<file path="config.mk">
export PLATFORM = sky130hd
export DESIGN_NAME = tcam_classifier
export DESIGN_NICKNAME = d
export VERILOG_FILES = /design/src/rtl/tcam_classifier.sv
export SDC_FILE = /design/constraint.sdc
export NUM_CORES = 1
export LEC_CHECK = 0
export ABC_CLOCK_PERIOD_IN_PS = 2500
export BUFFER_PORTS_ARGS = -buffer_cell sky130_fd_sc_hd__buf_2
export CORE_MARGIN = 2
export CORE_UTILIZATION = 55
export CTS_CLUSTER_SIZE = 20
export DETAILED_ROUTE_END_ITERATION = 16
export PLACE_DENSITY_LB_ADDON = 0.12
export SKIP_CTS_REPAIR_TIMING = 1
export SYNTH_ARGS = -nofsm -noshare
export SYNTH_HDL_FRONTEND = slang
export SYNTH_SLANG_ARGS = --single-unit
export TNS_END_PERCENT = 100
</file>
<file path="constraint.sdc">
create_clock -name clk -period 2.5 [get_ports clk]
set_input_delay 0.25 -clock clk [delete_from_list [all_inputs] [get_ports clk]]
set_output_delay 0.25 -clock clk [all_outputs]
set_load 0.005 [all_outputs]
</file>
<file path="src/rtl/tcam_classifier.sv">
module tcam_classifier #(
  parameter int DEPTH = 8,
  parameter int KEY_W = 16,
  parameter int QID_W = 11,
  parameter int RID_W = 13,
  localparam int IDX_W = $clog2(DEPTH),
  localparam int ACT_W = QID_W + 2
) (
  input  logic             clk,
  input  logic             rst_n,
  input  logic             clear_all,
  input  logic             wr_en,
  input  logic             wr_raw,
  input  logic [IDX_W-1:0] wr_idx,
  input  logic [KEY_W-1:0] wr_key,
  input  logic [KEY_W-1:0] wr_mask,
  input  logic             wr_valid,
  input  logic [ACT_W-1:0] wr_action,
  input  logic             wr_rid_en,
  input  logic [RID_W-1:0] wr_rid,
  input  logic             srch_en,
  input  logic [KEY_W-1:0] srch_key,
  output logic             res_vld,
  output logic             res_hit,
  output logic [IDX_W-1:0] res_idx,
  output logic             res_drop,
  output logic             res_fwd,
  output logic [QID_W-1:0] res_qid,
  output logic             res_rid_vld,
  output logic [RID_W-1:0] res_rid
);

  logic [KEY_W-1:0] x_q   [DEPTH];
  logic [KEY_W-1:0] y_q   [DEPTH];
  logic [ACT_W-1:0] act_q [DEPTH];
  logic [RID_W-1:0] rid_q [DEPTH];
  logic [DEPTH-1:0] vld_q, rvld_q, hit_vec;
  logic [KEY_W-1:0] wx, wy;
  logic [IDX_W-1:0] sel;
  logic             any;
  logic             do_wr;

  assign wx    = wr_raw ? wr_key  : (~wr_key & wr_mask);
  assign wy    = wr_raw ? wr_mask : ((wr_key ^ ~wr_mask) & wr_key);
  assign do_wr = wr_en && !clear_all;

  always_ff @(posedge clk or negedge rst_n) begin
    if (!rst_n) begin
      vld_q <= '0;
    end else if (clear_all) begin
      vld_q <= '0;
    end else if (wr_en) begin
      vld_q[wr_idx] <= wr_valid;
    end
  end

  always_ff @(posedge clk) begin
    if (do_wr) begin
      x_q[wr_idx]    <= wx;
      y_q[wr_idx]    <= wy;
      act_q[wr_idx]  <= wr_action;
      rid_q[wr_idx]  <= wr_rid;
      rvld_q[wr_idx] <= wr_rid_en;
    end
  end

  for (genvar e = 0; e < DEPTH; e++) begin : g_cmp
    assign hit_vec[e] = vld_q[e] &&
      ~|((x_q[e] & y_q[e]) | (x_q[e] & srch_key) | (y_q[e] & ~srch_key));
  end

  assign any = |hit_vec;

  always_comb begin
    sel = '0;
    for (int e = DEPTH - 1; e >= 0; e--)
      if (hit_vec[e]) sel = IDX_W'(e);
  end

  always_ff @(posedge clk or negedge rst_n) begin
    if (!rst_n) begin
      res_vld     <= 1'b0;
      res_hit     <= 1'b0;
      res_idx     <= '0;
      res_drop    <= 1'b0;
      res_fwd     <= 1'b0;
      res_qid     <= '0;
      res_rid_vld <= 1'b0;
      res_rid     <= '0;
    end else begin
      res_vld <= srch_en;
      if (srch_en) begin
        res_hit     <= any;
        res_idx     <= any ? sel : '0;
        res_drop    <= any && act_q[sel][0];
        res_fwd     <= any && act_q[sel][1];
        res_qid     <= any ? act_q[sel][2 +: QID_W] : '0;
        res_rid_vld <= any && rvld_q[sel];
        res_rid     <= (any && rvld_q[sel]) ? rid_q[sel] : '0;
      end
    end
  end

endmodule

</file>
==> impl_metrics.yaml, run 1 <==
placement:
  dpl.cell_count: 2059
  io_buffers: 116
  gp_congestion: 0.960
  hpwlAfterDp_um: 34500
  post_dp_cell_area_um2: 23600
setup_path:
  critPathMaxStageDelay_ns: 0.43
  rrSetupSlack_ns: -0.42
  crit_chain: "mux2i_4, nand2_2, buf_4, nor4b_4, a32oi_2, a2111oi_4, buf_6, nand2_4, a31o_1, a2bb2oi_4, buf_12, o31ai_4"
  critPathTopFamily: "compound AO/OA/AOI/OAI gates"
  crit_path_start: "y_q[5][10]$_DFFE_PP_"
  worstPathMaxFanout: 14
  cp_slowest_cell: "edfxtp_1"
  crit_type: "reg2reg"
  reg2regPathDepth: 12
  critPathLaunchType: "register"
  endpoint_kind: "register"
  crit_required_ns: 2.99
  rr_endpoint: "res_rid[12]$_DFFE_PN0P_"
  critPathBufInv: 3
  reg2reg_from: "y_q[5][10]$_DFFE_PP_"
  cp.arrival_ns: 3.41
yosys:
  synth_fp_nets: 1368
  synth_top_area_share_pct: 68.3
  synth_cell_type_count: 66
  yosys_warnings: 0
  ys_ff_latch: 512
  ys.flop_type: "edfxtp_1"
  async_reset_ff_share_pct: 7.81
  synth_edf_count: 472
  synth_area_leaders: "edfxtp_1, mux2i_1, dfrtp_1, nand2_1, mux2_2"
  synth_top_area_cell: "edfxtp_1"
  ys_seq_area_share_pct: 73.1
  netlist_area_um2: 20800
  syn_area_per_cell_um2: 16.2
  netlist_instances: 1283
timing:
  min_period_over_period_pct: 117
  max_freq_mhz: 342
  layout_setup_ws_ns: -0.421
  final.min_clock_period_ns: 2.92
  fin_worst_skew_ns: 0.0107
  maxSlewHeadroom_pct: 49.8
  worst_slew_pin_slew_ns: 0.751
  final_max_slew_viol_count: 0
  hold_viol_final: 0
  rsz0062_at_grt: "yes"
  setup_viol: 28
global_routing:
  grt_max_degree: 36
  grt_antenna_before_repair: 2
  gr-max-usage-layer: "met2"
  grt_first_pass_wirelength_um: 74000
  grtUsageMet2_pct: 44.5
  grt_overflow_total: 0
  met1_usage_pct: 34.7
  grt_pass1_vias: 12000
  grt.met3_usage_pct: 4.14
  grt_use_total_pct: 26.2
clocking:
  cts_tree: "done"
  worstSkewPairLatency_ns: 0.58
  cts.path.max_buffers: 3
  clkSinkCount: 512
  htreeDepth: 2
  cts_buffers: 51
  clkTransAtPathRegs_ns: 0.06
  cts_root_buffer: "clkbuf_16"
power_and_ir_drop:
  p_leak_nw: 9.42
  comb_power_share_pct: 4.9
  peakVddDrop_mv: 0.524
  p_clk_share_pct: 41.4
  p_switching_mw: 3.61
  pwr_density_cell_nw_per_um2: 691
  switching_share_pct: 20.2
  p_int_mw: 14.3
  seqPwrFrac_pct: 53.7
floorplan:
  placementRows: 71
  start_util_pct: 55.5
  io_pins: 117
  die_h_um: 198
  core_area_um2: 37400
  die_w_um: 198
  dieArea_um2: 39300
worst_hold_path:
  min_path_cells: 1
  holdPathEnd: "res_vld$_DFF_PN0_"
  min_from: "srch_en"
  hold_class: "in2reg"
drt:
  via_count: 12400
  wl_per_cell_um: 23.3
  drc: 0
  dr.first_iter.drc_count: 1100
  routed_via_density: 5.67
  routed_wl_um: 51200
  firstDrtPassIters: 5
  antenna_left: 0
outcome:
  outcome: "finished, violations left"
  violations: "setup timing"
cells_and_area:
  design_area_um2: 25900
  fin_nets: 1725
  final_util_pct: 69.2
  areaGrowthSynthToFinish_pct: 24.6
  drive_gt1_share_pct: 29.1
  fillers: 2535
  final_cells: 2194
flow_run:
  maxCapViolCount: 0
-- logic make-up (layout without fill, tap and decap cells) --
family | count (synthesis) | after routing | synth area share (%)
other | 0 | 2 | 0
flip-flops | 512 | 512 | 73.1
AO/OA/AOI/OAI | 118 | 118 | 4.99
multiplexers | 236 | 236 | 11.6
AND/OR/NAND/NOR | 357 | 358 | 8.65
buffers and inverters | 60 | 457 | 1.69
-- sequential cells by signal, summed over array words and instances (netlist names) --
name	flops
rvld_q	8
y_q	128
x_q	128
res_drop	1
res_vld	1
res_qid	11
res_rid	13
vld_q	8
res_hit	1
res_fwd	1
act_q	104
res_rid_vld	1
rid_q	104
res_idx	3
-- how the worst max path moves through the flow --
| stage | to | slack, ns | depth (start not counted) |
|---|---|---|---|
| 2_1_floorplan | act_q[2][0]$_DFFE_PP_ | -0.84 | 2 |
| 3_3_place_gp | res_rid[0]$_DFFE_PN0P_ | -0.66 | 13 |
| 3_5_place_dp | res_rid[4]$_DFFE_PN0P_ | -0.61 | 13 |
| 4_1_cts | res_qid[3]$_DFFE_PN0P_ | -0.47 | 10 |
| 5_1_grt | res_rid[12]$_DFFE_PN0P_ | -0.54 | 12 |
| 6_report | res_rid[12]$_DFFE_PN0P_ | -0.42 | 12 |
-- final cells by class --
cell class	count	area [um2]	area share, %
Antenna cell	2	5.00	0.0193
Clock buffer	73	1460	5.65
Clock inverter	21	175	0.677
Inverter	10	37.5	0.145
Multi-Input combinational cell	712	5630	21.8
Sequential cell	512	15200	58.7
Tap cell	511	639	2.47
Timing Repair Buffer	353	2750	10.6
-- through the flow --
step	hold slack (ns)	setup TNS, ns	power, mW	setup slack, ns
global placement	0.226	-16.18	10.6	-0.656
finish	0.0179	-9.62	17.9	-0.421
global route	-0.00145	-13.25	18.4	-0.541
detailed placement	0.223	-15.91	10.6	-0.613
CTS	-0.399	-11.62	17.9	-0.468
floorplan	-0.0456	-63.72	10.1	-0.844
-- worst reg2reg max path, cell delays in order, from the launching register on --
cell and delay (ns):
edfxtp_1 0.43, mux2i_4 0.19, nand2_2 0.09, buf_4 0.15, nor4b_4 0.33, a32oi_2 0.20, a2111oi_4 0.40, buf_6 0.19
nand2_4 0.05, a31o_1 0.22, a2bb2oi_4 0.15, buf_12 0.17, o31ai_4 0.26
-- power groups by stage --
stage / sequential, mW / clock [mW] / combinational, mW
after CTS: 9.60 / 7.52 / 0.823
final: 9.60 / 7.41 / 0.869
after detailed placement: 9.78 / 0 / 0.820
after floorplan: 9.77 / 0 / 0.374
after global placement: 9.77 / 0 / 0.803
after global routing: 9.61 / 7.86 / 0.934
-- cell usage after synthesis (3+ instances only) --
library cell and n:
edfxtp_1 472, mux2i_1 207, nand2_1 120, nor2_1 58, nand3_1 51, dfrtp_1 40, mux2_2 28, o21ai_0 27
nand4_1 24, nor2b_1 21, and3_1 20, buf_2 16, clkbuf_1 16, a22o_1 14, inv_1 10, nor3_1 10
a211o_1 9, and4_1 9, nor4_1 9, o211ai_1 9, buf_4 8, buf_6 8, o31ai_4 8, and2_1 7
o211a_1 6, a21o_1 5, a21oi_1 5, nand2b_1 5, o22a_1 5, a211oi_1 4, nand3b_1 4, o31ai_1 4
a32oi_1 3, nand4b_1 3
-- layer usage --
metal	vias to the layer above	share of wire, %
met5	-	0.035
met1	6182	41
li1	5710	-
met4	2	2.8
met3	83	6.3
met2	453	50
-- cells in the final DEF (no fill, tap or decap), drive strengths merged, types with 5 or more instances in the layout --
master / n
dlygate4sd3: 29
nand2b: 5
a22o: 14
clkinv: 17
a21o: 5
edfxtp: 472
o31ai: 13
o211ai: 9
nand4: 24
and3: 20
nand3: 51
a21oi: 5
o211a: 6
mux2i: 207
nor2: 58
nor3: 10
o21ai: 28
and2: 7
clkbuf: 75
inv: 11
buf: 322
nor2b: 21
nand2: 123
nor4: 9
dfrtp: 40
a211o: 9
o22a: 5
mux2: 29
and4: 9
Note: power is estimated with default switching activity, not from simulation.
==> run 2, diff against run 1 <==
--- a/config.mk
+++ b/config.mk
@@ -7,6 +7,7 @@
 export LEC_CHECK = 0
 export ABC_CLOCK_PERIOD_IN_PS = 2500
 export BUFFER_PORTS_ARGS = -buffer_cell sky130_fd_sc_hd__buf_2
+export CORE_ASPECT_RATIO = 1.25
 export CORE_MARGIN = 2
 export CORE_UTILIZATION = 55
 export CTS_CLUSTER_SIZE = 20
==> run 2 against run 1 <==
The run ends with hold timing, setup timing left. Critical path depth unchanged. Non-clock buffer count increased by 18. Clock skew grew 0.0022 ns. Register-to-register slack got worse by 0.05 ns. Clock power is 1% higher. Sequential share of layout area shrank 0.43 points. Utilization rose by 0.76 points. First-iteration DRC count shrank 14%. Combinational power is 0.9% lower. Global-route usage shrank 0.16 points.
==> impl_metrics.yaml, run 2 (synthesized netlist as in run 1, its figures left out) <==
outcome:
  outcome: "finished, violations left"
  violations: "hold timing, setup timing"
timing:
  final.min_clock_period_ns: 2.97
  max_freq_mhz: 336
  min_period_over_period_pct: 119
  hold_viol_final: 2
  rsz0062_at_grt: "yes"
  whs_ns: -0.00583
  fin_setup_tns_ns: -9.69
  layout_setup_ws_ns: -0.474
  maxSlewHeadroom_pct: 54.0
  fin_worst_skew_ns: 0.0128
  setup_viol: 27
  final_max_slew_viol_count: 0
  worst_slew_pin_slew_ns: 0.689
cells_and_area:
  areaGrowthSynthToFinish_pct: 25.6
  reg.largest.list: "x_q: 128 flops, y_q: 128 flops"
  fin_nets: 1740
  final_common_cell: "edfxtp_1"
  drive_gt1_share_pct: 29.4
  final_cells: 2180
  layout_common_cells: "edfxtp_1, mux2i_1, buf_4, nand2_1, buf_2"
clocking:
  worstSkewPairLatency_ns: 0.57
  cts_root_buffer: "clkbuf_16"
  clkSinkCount: 512
  cts.path.max_buffers: 3
  clkTransAtPathRegs_ns: 0.06
  htreeDepth: 2
  cts_tree: "done"
  cts_buffers: 48
setup_path:
  rr_endpoint: "res_rid[8]$_DFFE_PN0P_"
  crit_chain: "mux2i_2, nand2_2, buf_4, nor4b_4, a32oi_2, a2111oi_4, buf_12, nand2_4, a31o_1, a2bb2oi_4, buf_12, o31ai_4"
  crit_path_end: "res_rid[8]$_DFFE_PN0P_"
  reg2reg_from: "x_q[5][15]$_DFFE_PP_"
  critPathLaunchType: "register"
  crit_type: "reg2reg"
  crit_top_cell: "buf_12"
  crit_path_start: "x_q[5][15]$_DFFE_PP_"
  crit_required_ns: 2.98
  reg2regPathDepth: 12
  cp.arrival_ns: 3.45
  cp_slowest_cell: "a2111oi_4"
  worstPathMaxFanout: 8
  endpoint_kind: "register"
  rrSetupSlack_ns: -0.47
  critPathMaxStageDelay_ns: 0.46
floorplan:
  start_util_pct: 55.7
  io_pins: 117
  dieArea_um2: 39300
  die_h_um: 221
  placementRows: 79
  die_w_um: 178
  core_area_um2: 37300
placement:
  preCtsSetupSlack_ns: -0.689
  dpl.cell_count: 2051
  hpwlAfterDp_um: 34600
  gp_congestion: 0.982
  io_buffers: 116
global_routing:
  grt_overflow_total: 0
  grt_first_pass_wirelength_um: 74900
  grt_antenna_before_repair: 2
  grt_use_total_pct: 26.1
  grt_max_degree: 43
  grt_pass1_vias: 12100
drt:
  via_count: 12400
  drc: 0
  antenna_left: 0
  dr.first_iter.drc_count: 948
  firstDrtPassIters: 5
  routed_wl_um: 51400
  routed_via_density: 5.69
  wl_per_cell_um: 23.6
power_and_ir_drop:
  peakVddDrop_mv: 0.669
  p_leak_nw: 9.58
  pwr_density_cell_nw_per_um2: 689
  finalPower_mw: 17.9
worst_hold_path:
  hold_class: "in2reg"
flow_run:
  maxCapViolCount: 0
==> run 2: area by class of cell <==
class                           instances  area [um2]
Antenna cell                            2        5.00
Clock buffer                           59        1330
Clock inverter                         28         309
Fill cell                            2479       11200
Inverter                               10        37.5
Multi-Input combinational cell        712        5620
Sequential cell                       512       15200
Tap cell                              486         608
Timing Repair Buffer                  371        2980
==> run 2: per-stage QoR <==
stage	cell area, um2	utilization (%)
6_report	26100	69.9
5_1_grt	26100	69.9
4_1_cts	25300	68.0
3_5_place_dp	23700	63.6
3_3_place_gp	23700	63.6
2_1_floorplan	21000	-
==> run 2: power breakdown <==
part | internal, mW | total, mW | switching, mW
Sequential | 9.55 | 9.60 | 0.0452
Clock | 4.40 | 7.49 | 3.08
Combinational | 0.345 | 0.861 | 0.516
Total | 14.3 | 17.9 | 3.64
==> run 2: layer usage <==
metal	up-vias	part of all wire (%)	wire, um	GRT usage (%)
met5	-	0.051	26	0
met4	4	3.8	1970	9.62
met3	94	4.9	2520	3.59
met2	410	52	26600	45.1
met1	6160	39	20300	33.5
li1	5738	-	-	-
==> run 2: critical path, delay by kind of cell, from the launching register on <==
family / cells / cell delay (ns)
buf+inv: 3 / 0.52
flops: 1 / 0.38
mux: 1 / 0.21
simple gates: 3 / 0.49
compound gates: 5 / 1.26
==> run 2: how the worst min path moves through the flow <==
stage	start	endpoint	slack (ns)	depth (start not counted)
after floorplan	rst_n	res_drop$_DFFE_PN0P_	-0.05	0
after global placement	rst_n	res_qid[2]$_DFFE_PN0P_	0.31	1
after detailed placement	rst_n	res_qid[9]$_DFFE_PN0P_	0.29	1
after CTS	rst_n	res_qid[2]$_DFFE_PN0P_	-0.31	1
after global routing	wr_valid	vld_q[2]$_DFFE_PN0P_	0.008	3
final	wr_valid	vld_q[0]$_DFFE_PN0P_	-0.006	3
==> run 3, diff against run 2 <==
--- a/config.mk
+++ b/config.mk
@@ -7,14 +7,12 @@
 export LEC_CHECK = 0
 export ABC_CLOCK_PERIOD_IN_PS = 2500
 export BUFFER_PORTS_ARGS = -buffer_cell sky130_fd_sc_hd__buf_2
-export CORE_ASPECT_RATIO = 1.25
 export CORE_MARGIN = 2
 export CORE_UTILIZATION = 55
 export CTS_CLUSTER_SIZE = 20
 export DETAILED_ROUTE_END_ITERATION = 16
-export PLACE_DENSITY_LB_ADDON = 0.12
+export PLACE_DENSITY = 0.76
 export SKIP_CTS_REPAIR_TIMING = 1
 export SYNTH_ARGS = -nofsm -noshare
 export SYNTH_HDL_FRONTEND = slang
 export SYNTH_SLANG_ARGS = --single-unit
-export TNS_END_PERCENT = 100
==> run 3 against run 2 <==
The flow still finishes with violations (hold timing, setup timing). Critical path depth did not move. Register-to-register slack improved by 0.05 ns. Hold slack got worse by 0.012 ns. Die area barely moved. First-iteration DRC count rose by 16%. Fmax rose by 1.6%. Largest power group unchanged. Sequential share of layout area barely moved. Non-clock buffer count fell by 12. Worst setup slack improved by 0.047 ns. Count of clock-buffer cells in the layout rose by 9.
==> impl_metrics.yaml, run 3 (synthesized netlist as in run 1, its figures left out) <==
global_routing:
  grt_use_total_pct: 25.6
  grt_overflow_total: 0
  grt_pass1_vias: 12300
  grt_max_degree: 38
  grt_antenna_before_repair: 1
  grt_first_pass_wirelength_um: 73300
setup_path:
  endpoint_kind: "register"
  rrSetupSlack_ns: -0.43
  cp_slowest_cell: "edfxtp_1"
  cp.arrival_ns: 3.38
  worstPathMaxFanout: 7
  critPathLaunchType: "register"
  critPathTopFamily: "compound AO/OA/AOI/OAI gates"
  critPathMaxStageDelay_ns: 0.37
  crit_top_cell: "buf_4"
  crit_required_ns: 2.95
  critPathBufInv: 3
  crit_type: "reg2reg"
  crit_chain: "mux2i_1, buf_4, nand4_1, buf_4, nor4_4, o311ai_2, a211o_1, nand3_1, a31o_1, a2bb2oi_4, clkbuf_16, o21ai_2"
drt:
  routed_wl_um: 51500
  via_count: 12600
  firstDrtPassIters: 8
  dr.first_iter.drc_count: 1096
  drc: 0
  routed_via_density: 5.75
  antenna_left: 0
  wl_per_cell_um: 23.4
power_and_ir_drop:
  finalPower_mw: 18.1
  p_int_mw: 14.5
  seqPwrFrac_pct: 53.1
  comb_power_share_pct: 4.7
  p_clk_share_pct: 42.2
  p_leak_nw: 9.49
  switching_share_pct: 20.0
  p_switching_mw: 3.62
  pwr_density_cell_nw_per_um2: 694
  peakVddDrop_mv: 0.540
clocking:
  worstSkewPairLatency_ns: 0.58
  cts.path.max_buffers: 3
  clkSinkCount: 512
  htreeDepth: 2
  cts_tree: "done"
  cts_buffers: 51
  cts_root_buffer: "clkbuf_16"
  clkTransAtPathRegs_ns: 0.06
timing:
  maxSlewHeadroom_pct: 44.7
  hold_viol_final: 18
  final.min_clock_period_ns: 2.93
  max_freq_mhz: 342
  fin_worst_skew_ns: 0.0233
  fin_setup_tns_ns: -10.49
  setup_viol: 28
  min_period_over_period_pct: 117
  layout_setup_ws_ns: -0.427
  worst_slew_pin_slew_ns: 0.827
  final_max_slew_viol_count: 0
  rsz0062_at_grt: "yes"
  whs_ns: -0.0183
cells_and_area:
  design_area_um2: 26100
  final_cells: 2200
  areaGrowthSynthToFinish_pct: 25.6
  reg.largest.list: "x_q: 128 flops, y_q: 128 flops"
  final_util_pct: 69.7
  fin_nets: 1731
  drive_gt1_share_pct: 30.6
  final_common_cell: "edfxtp_1"
  layout_common_cells: "edfxtp_1, mux2i_1, buf_4, nand2_1, buf_2"
floorplan:
  placementRows: 71
  io_pins: 117
  die_w_um: 198
  start_util_pct: 55.5
  dieArea_um2: 39300
  core_area_um2: 37400
  die_h_um: 198
placement:
  hpwlAfterDp_um: 32700
  preCtsSetupSlack_ns: -0.593
  gp_congestion: 0.988
  io_buffers: 116
  dpl.cell_count: 2058
  post_dp_cell_area_um2: 23500
flow_run:
  maxCapViolCount: 0
worst_hold_path:
  hold_class: "in2reg"
outcome:
  outcome: "finished, violations left"
  violations: "hold timing, setup timing"
## run 3: changes by cell type in the layout (fill, tap and decap cells not counted), sizes merged
cell / before / now
clkbuf: 62 / 73
clkinvlp: 1 / 0
buf: 340 / 329
inv: 14 / 10
clkinv: 17 / 20
dlygate4sd3: 28 / 25
## run 3: worst reg2reg max path, delay by kind of cell (launching register included)
| kind | cells | cell delay, ns |
|---|---|---|
| compound gates | 5 | 1.07 |
| buf+inv | 3 | 0.63 |
| flops | 1 | 0.37 |
| mux | 1 | 0.18 |
| simple gates | 3 | 0.55 |
## run 3: cell type report
class | count | area, um2
Clock buffer | 68 | 1410
Multi-Input combinational cell | 712 | 5730
Clock inverter | 26 | 278
Timing Repair Buffer | 359 | 2790
Fill cell | 2400 | 11300
Sequential cell | 512 | 15200
Tap cell | 511 | 639
Inverter | 10 | 37.5
Antenna cell | 2 | 5.00
## run 3: final timing paths
check                                   startpoint                 endpoint  cells after the start
max                            x_q[7][1]$_DFFE_PP_  res_rid_vld$_DFFE_PN0P_                     12
min                                  wr_action[11]   act_q[6][11]$_DFFE_PP_                      1
max reg2reg                    x_q[7][1]$_DFFE_PP_  res_rid_vld$_DFFE_PN0P_                     12
min reg2reg                res_rid[11]$_DFFE_PN0P_  res_rid[11]$_DFFE_PN0P_                      2
max in group asynchronous                    rst_n   res_rid[4]$_DFFE_PN0P_                      3
min in group asynchronous                    rst_n   res_qid[0]$_DFFE_PN0P_                      2
## run 3: power groups by stage
stage          Sequential [mW]  Clock (mW)  Combinational (mW)
6_report                  9.61        7.64               0.846
5_1_grt                   9.61        8.08               0.911
4_1_cts                   9.60        7.73               0.801
3_5_place_dp              9.78           0               0.795
3_3_place_gp              9.77           0               0.776
2_1_floorplan             9.77           0               0.374
## run 3: metal layers
metal  global-route usage (%)  part of all wire [%]
met1                     34.5                    40
met2                     43.2                    50
met3                     3.88                   7.6
met4                     7.85                   3.0
met5                        0                 0.033
